`config.mk`:
```
export PLATFORM = sky130hd
export DESIGN_NAME = color_timing_gen
export DESIGN_NICKNAME = d
export VERILOG_FILES = /design/src/rtl/tg_pkg.sv /design/src/rtl/tg_cycle_ctr.sv /design/src/rtl/tg_wrap_ctr.sv /design/src/rtl/tg_burst_ctr.sv /design/src/rtl/color_timing_gen.sv
export SDC_FILE = /design/constraint.sdc
export NUM_CORES = 1
export LEC_CHECK = 0
export ABC_AREA = 1
export BUFFER_PORTS_ARGS = -buffer_cell sky130_fd_sc_hd__buf_2
export CORE_UTILIZATION = 30
export CTS_BUF_LIST = sky130_fd_sc_hd__clkbuf_4 sky130_fd_sc_hd__clkbuf_8
export DETAILED_ROUTE_END_ITERATION = 7
export GPL_ROUTABILITY_DRIVEN = 1
export GPL_TIMING_DRIVEN = 0
export HOLD_SLACK_MARGIN = 0.12
export PLACE_DENSITY = 0.53
export RECOVER_POWER = 100
export SYNTH_ARGS = -nofsm -noshare
export SYNTH_HDL_FRONTEND = slang
export SYNTH_HIERARCHICAL = 1
export SYNTH_SLANG_ARGS = --single-unit
```
`constraint.sdc`:
```
create_clock -name clk -period 2.35 [get_ports clk]
set_input_delay 0.3525 -clock clk [delete_from_list [all_inputs] [get_ports clk]]
set_output_delay 0.3525 -clock clk [all_outputs]
set_load 0.005 [all_outputs]
```
`src/rtl/tg_pkg.sv`:
```
package tg_pkg;
  typedef enum logic {
    OWN_CPU   = 1'b0,
    OWN_VIDEO = 1'b1
  } mem_owner_e;
endpackage

```
`src/rtl/tg_cycle_ctr.sv`:
```
module tg_cycle_ctr #(
  parameter int BASE  = 14,
  parameter int EXTRA = 2,
  parameter int W     = 4
) (
  input  logic         clk,
  input  logic         rst,
  input  logic         extend,
  output logic [W-1:0] phase,
  output logic         last
);
  localparam logic [W-1:0] SHORT_END = W'(BASE - 1);
  localparam logic [W-1:0] LONG_END  = W'(BASE + EXTRA - 1);

  assign last = (phase == (extend ? LONG_END : SHORT_END));

  always_ff @(posedge clk) begin
    if (rst)       phase <= '0;
    else if (last) phase <= '0;
    else           phase <= phase + 1'b1;
  end
endmodule

```
`src/rtl/tg_wrap_ctr.sv`:
```
module tg_wrap_ctr #(
  parameter int MOD = 65,
  parameter int W   = 7
) (
  input  logic         clk,
  input  logic         rst,
  input  logic         adv,
  output logic [W-1:0] count,
  output logic         at_last
);
  localparam logic [W-1:0] TOP = W'(MOD - 1);

  assign at_last = (count == TOP);

  always_ff @(posedge clk) begin
    if (rst)      count <= '0;
    else if (adv) count <= at_last ? '0 : count + 1'b1;
  end
endmodule

```
`src/rtl/tg_burst_ctr.sv`:
```
module tg_burst_ctr #(
  parameter int DIV = 4,
  parameter int W   = 2
) (
  input  logic         clk,
  input  logic         rst,
  output logic [W-1:0] phase
);
  localparam logic [W-1:0] TOP = W'(DIV - 1);

  always_ff @(posedge clk) begin
    if (rst)               phase <= '0;
    else if (phase == TOP) phase <= '0;
    else                   phase <= phase + 1'b1;
  end
endmodule

```
`src/rtl/color_timing_gen.sv`:
```
module color_timing_gen #(
  parameter int SUB_CLKS        = 14,
  parameter int STRETCH_CLKS    = 2,
  parameter int CYCLES_PER_LINE = 65,
  parameter int LINES_PER_FRAME = 262,
  parameter int BURST_DIV       = 4,
  localparam int PW = $clog2(SUB_CLKS + STRETCH_CLKS),
  localparam int HW = $clog2(CYCLES_PER_LINE),
  localparam int VW = $clog2(LINES_PER_FRAME),
  localparam int BW = $clog2(BURST_DIV)
) (
  input  logic          clk,
  input  logic          rst,
  output logic          cpu_en,
  output logic          vid_en,
  output logic          mem_owner_vid,
  output logic          long_cycle,
  output logic [PW-1:0] cyc_phase,
  output logic [HW-1:0] hcount,
  output logic [VW-1:0] vcount,
  output logic [BW-1:0] burst_phase,
  output logic          line_start,
  output logic          frame_start
);
  import tg_pkg::*;

  localparam int HALF = SUB_CLKS / 2;

  logic       cyc_last;
  logic       h_last;
  logic       v_last;
  mem_owner_e owner;

  // Phase within a processor cycle; stretched while on the last cycle of the line
  tg_cycle_ctr #(.BASE(SUB_CLKS), .EXTRA(STRETCH_CLKS), .W(PW)) u_cycle (
    .clk(clk), .rst(rst), .extend(h_last), .phase(cyc_phase), .last(cyc_last)
  );

  tg_wrap_ctr #(.MOD(CYCLES_PER_LINE), .W(HW)) u_horiz (
    .clk(clk), .rst(rst), .adv(cyc_last), .count(hcount), .at_last(h_last)
  );

  tg_wrap_ctr #(.MOD(LINES_PER_FRAME), .W(VW)) u_vert (
    .clk(clk), .rst(rst), .adv(cyc_last & h_last), .count(vcount), .at_last(v_last)
  );

  tg_burst_ctr #(.DIV(BURST_DIV), .W(BW)) u_burst (
    .clk(clk), .rst(rst), .phase(burst_phase)
  );

  always_comb owner = (cyc_phase < PW'(HALF)) ? OWN_VIDEO : OWN_CPU;

  assign mem_owner_vid = (owner == OWN_VIDEO);
  assign cpu_en        = cyc_last;
  assign vid_en        = (cyc_phase == PW'(HALF - 1));
  assign long_cycle    = h_last;
  assign line_start    = (hcount == '0) && (cyc_phase == '0);
  assign frame_start   = line_start && (vcount == '0);

  logic unused_v_last;
  assign unused_v_last = v_last;
endmodule

```
==> impl_metrics.tcl <==
set metrics [dict create \
    status "completed" \
    period_needed_ns 2.117 \
    cts_tree "yes" \
    cts_buffers 3 \
    worst-setup-path-type "flip-flop to primary output" \
    grt_pass1_wl_um 4512 \
    crit_path_end_kind "primary output" \
    wl_per_cell_um 9.742 \
    grt_pass1_vias 1067 \
    fp.dieW_um 67.23 \
    ys_warn_count 6 \
    slew_viol_final 0 \
    route.detailed.drc 0 \
    leakage_nw 0.7287 \
    clk_pin_slew_ns 0.09 \
    worst_path_max_delay_cell "dfxtp_2" \
    postSynthCellCount 190 \
    dieArea_um2 4519 \
    num_io_pins 30 \
    crit_family "simple AND/OR/NAND/NOR gates" \
    worstPathMaxFanout 5 \
    syn2layout_area_growth_pct 23.04 \
    p_per_area_nw_per_um2 508.0 \
    slew_headroom 0.7526 \
    final_cell_mix "nand2_1 (45), nor2_1 (38), inv_1 (31)" \
    cp_common_cell "nand2_1" \
    critPathBufInv 5 \
    die_height_um 67.23 \
    hold_viol_final 0 \
    cts_root_buf "clkbuf_8" \
    crit_end "cpu_en" \
    final_common_cell "nand2_1" \
    startpoint_type "flip-flop" \
    syn_area_per_cell_um2 6.717 \
    grt_overflow_total 0 \
    rr_startpoint "u_horiz/count[0]$_SDFFE_PP0P_" \
    r2r-end "u_vert/count[8]$_SDFFE_PP0P_" \
    cts_max_level 1 \
    netlist_area_um2 1276 \
    rr_worst_depth 16 \
    antenna_found_initial 0 \
    rsz0062_at_grt "false" \
    pre_cts_slack_ns -0.2085 \
    cts.sinks 22 \
    arrival_ns 1.76 \
    vias 1196 \
    irDropWorstVdd_v 0.0002131 \
    wirelength_um 2679 \
    max_freq_mhz 472.3 \
    setup_ws_ns 0.2327 \
    post-route-period-util 0.9010 \
    clock_path_buffers 2 \
    finalSetupViolCount 0 \
    hp-class "input port to flip-flop" \
    via_per_inst 4.349 \
    path_depth 11 \
    max_stage_delay_ns 0.35 \
    grt_max_degree 14 \
    critPathRequiredTime_ns 2.00 \
    grt.total_usage 0.1294 \
    drt_iter0_markers 54 \
    setup.worst_path.start "u_horiz/count[0]$_SDFFE_PP0P_" \
    drive_gt1_frac 0.1822 \
    start_util 0.3168 \
    port_buffers 29 \
    fp-row-count 23 \
    r2r_setup_slack_ns 0.24 \
    ant_nets 0 \
    gp_congestion 0.7600 \
    synthesis.nets 198 \
    finalClockSkew_ns 0.006628 \
    hpwlAfterDp_um 2003 \
    drt-pass1-iter-count 4 \
    cap_violations 0 \
    nets 234 \
    clk_latency_ns 0.26 \
    core_area_um2 4029 \
    critical_path.cell_chain "inv_1 > ha_1 > nand2_1 > nor4_4 > inv_1 > nand2_1 > nand2_1 > nand2_1 > inv_2 > clkbuf_4 > buf_2" \
    holdWs_ns 0.4088 \
    worst_slew_pin_slew_ns 0.3705 \
    diodes 0 \
]
==> metrics by stage <==
stage	utilization	area [um2]	TNS [ns]	power (W)	cells
2_1_floorplan	-	1276	0	0.0004309	190
3_3_place_gp	0.3683	1484	-1.496	0.0004538	269
3_5_place_dp	0.3683	1484	-1.008	0.0004540	269
4_1_cts	0.3898	1570	0	0.0008111	273
5_1_grt	0.3898	1570	0	0.0008350	275
6_report	0.3898	1570	0	0.0007977	275
==> where the power goes <==
| group | internal (W) | switching [W] | leakage [nW] | total, W |
|---|---|---|---|---|
| registers | 0.000381 | 0.0000117 | 0.179 | 0.000393 |
| clock network | 0.000227 | 0.000127 | 0.0357 | 0.000355 |
| logic | 0.0000223 | 0.0000279 | 0.514 | 0.0000502 |
| total | 0.000631 | 0.000167 | 0.729 | 0.000798 |
==> flip-flops by register name (all words and copies together), names as in the netlist <==
signal	flops
u_horiz/count	7
u_vert/count	9
u_cycle/phase	4
u_burst/phase	2
==> worst reg2reg max path, stage by stage (launching register included) <==
cell and delay [ns]:
dfxtp_2 0.35, inv_1 0.09, ha_1 0.15, nand2_1 0.10
nor4_4 0.22, nand2_1 0.10, nand2_1 0.08, nand2_1 0.08
inv_2 0.07, nand2_1 0.05, inv_1 0.07, buf_6 0.13
nand3_1 0.14, nor2_4 0.16, nand3_1 0.08, nand3_1 0.09
nor2_1 0.04
==> cell type report <==
type / instances / area, um2
timing repair buffer: 31 / 145.1
tap: 50 / 62.56
inverter: 32 / 120.1
multi-input combinational: 134 / 706.9
clock inverter: 1 / 30.03
clock buffer: 3 / 41.29
buffer: 2 / 22.52
sequential: 22 / 441.7
fill: 451 / 2459
==> what timing repair did <==
item	CTS	global route
hold buffers	0	0
setup endpoints to repair	10	9
resized for setup	2	8
buffers inserted	0	2
pin swaps	0	2
==> worst min path at each step <==
stage | endpoint | slack, ns | start | depth (start not counted)
after detailed placement | u_burst/phase[0]$_SDFF_PP0_ | 0.44 | u_burst/phase[0]$_SDFF_PP0_ | 1
after floorplan | u_horiz/count[3]$_SDFFE_PP0P_ | 0.42 | rst | 1
final | u_horiz/count[1]$_SDFFE_PP0P_ | 0.41 | rst | 2
after global placement | u_burst/phase[0]$_SDFF_PP0_ | 0.43 | u_burst/phase[0]$_SDFF_PP0_ | 1
after global routing | u_horiz/count[1]$_SDFFE_PP0P_ | 0.43 | rst | 2
after CTS | u_vert/count[5]$_SDFFE_PP0P_ | 0.41 | rst | 2
==> per-layer routing <==
metal / global-route usage / share of wire
met5: 0 / 0
met4: 0.05053 / 0.0067
met3: 0.02365 / 0.058
met2: 0.2113 / 0.43
met1: 0.1672 / 0.51
Note: power is estimated with default switching activity, not from simulation.
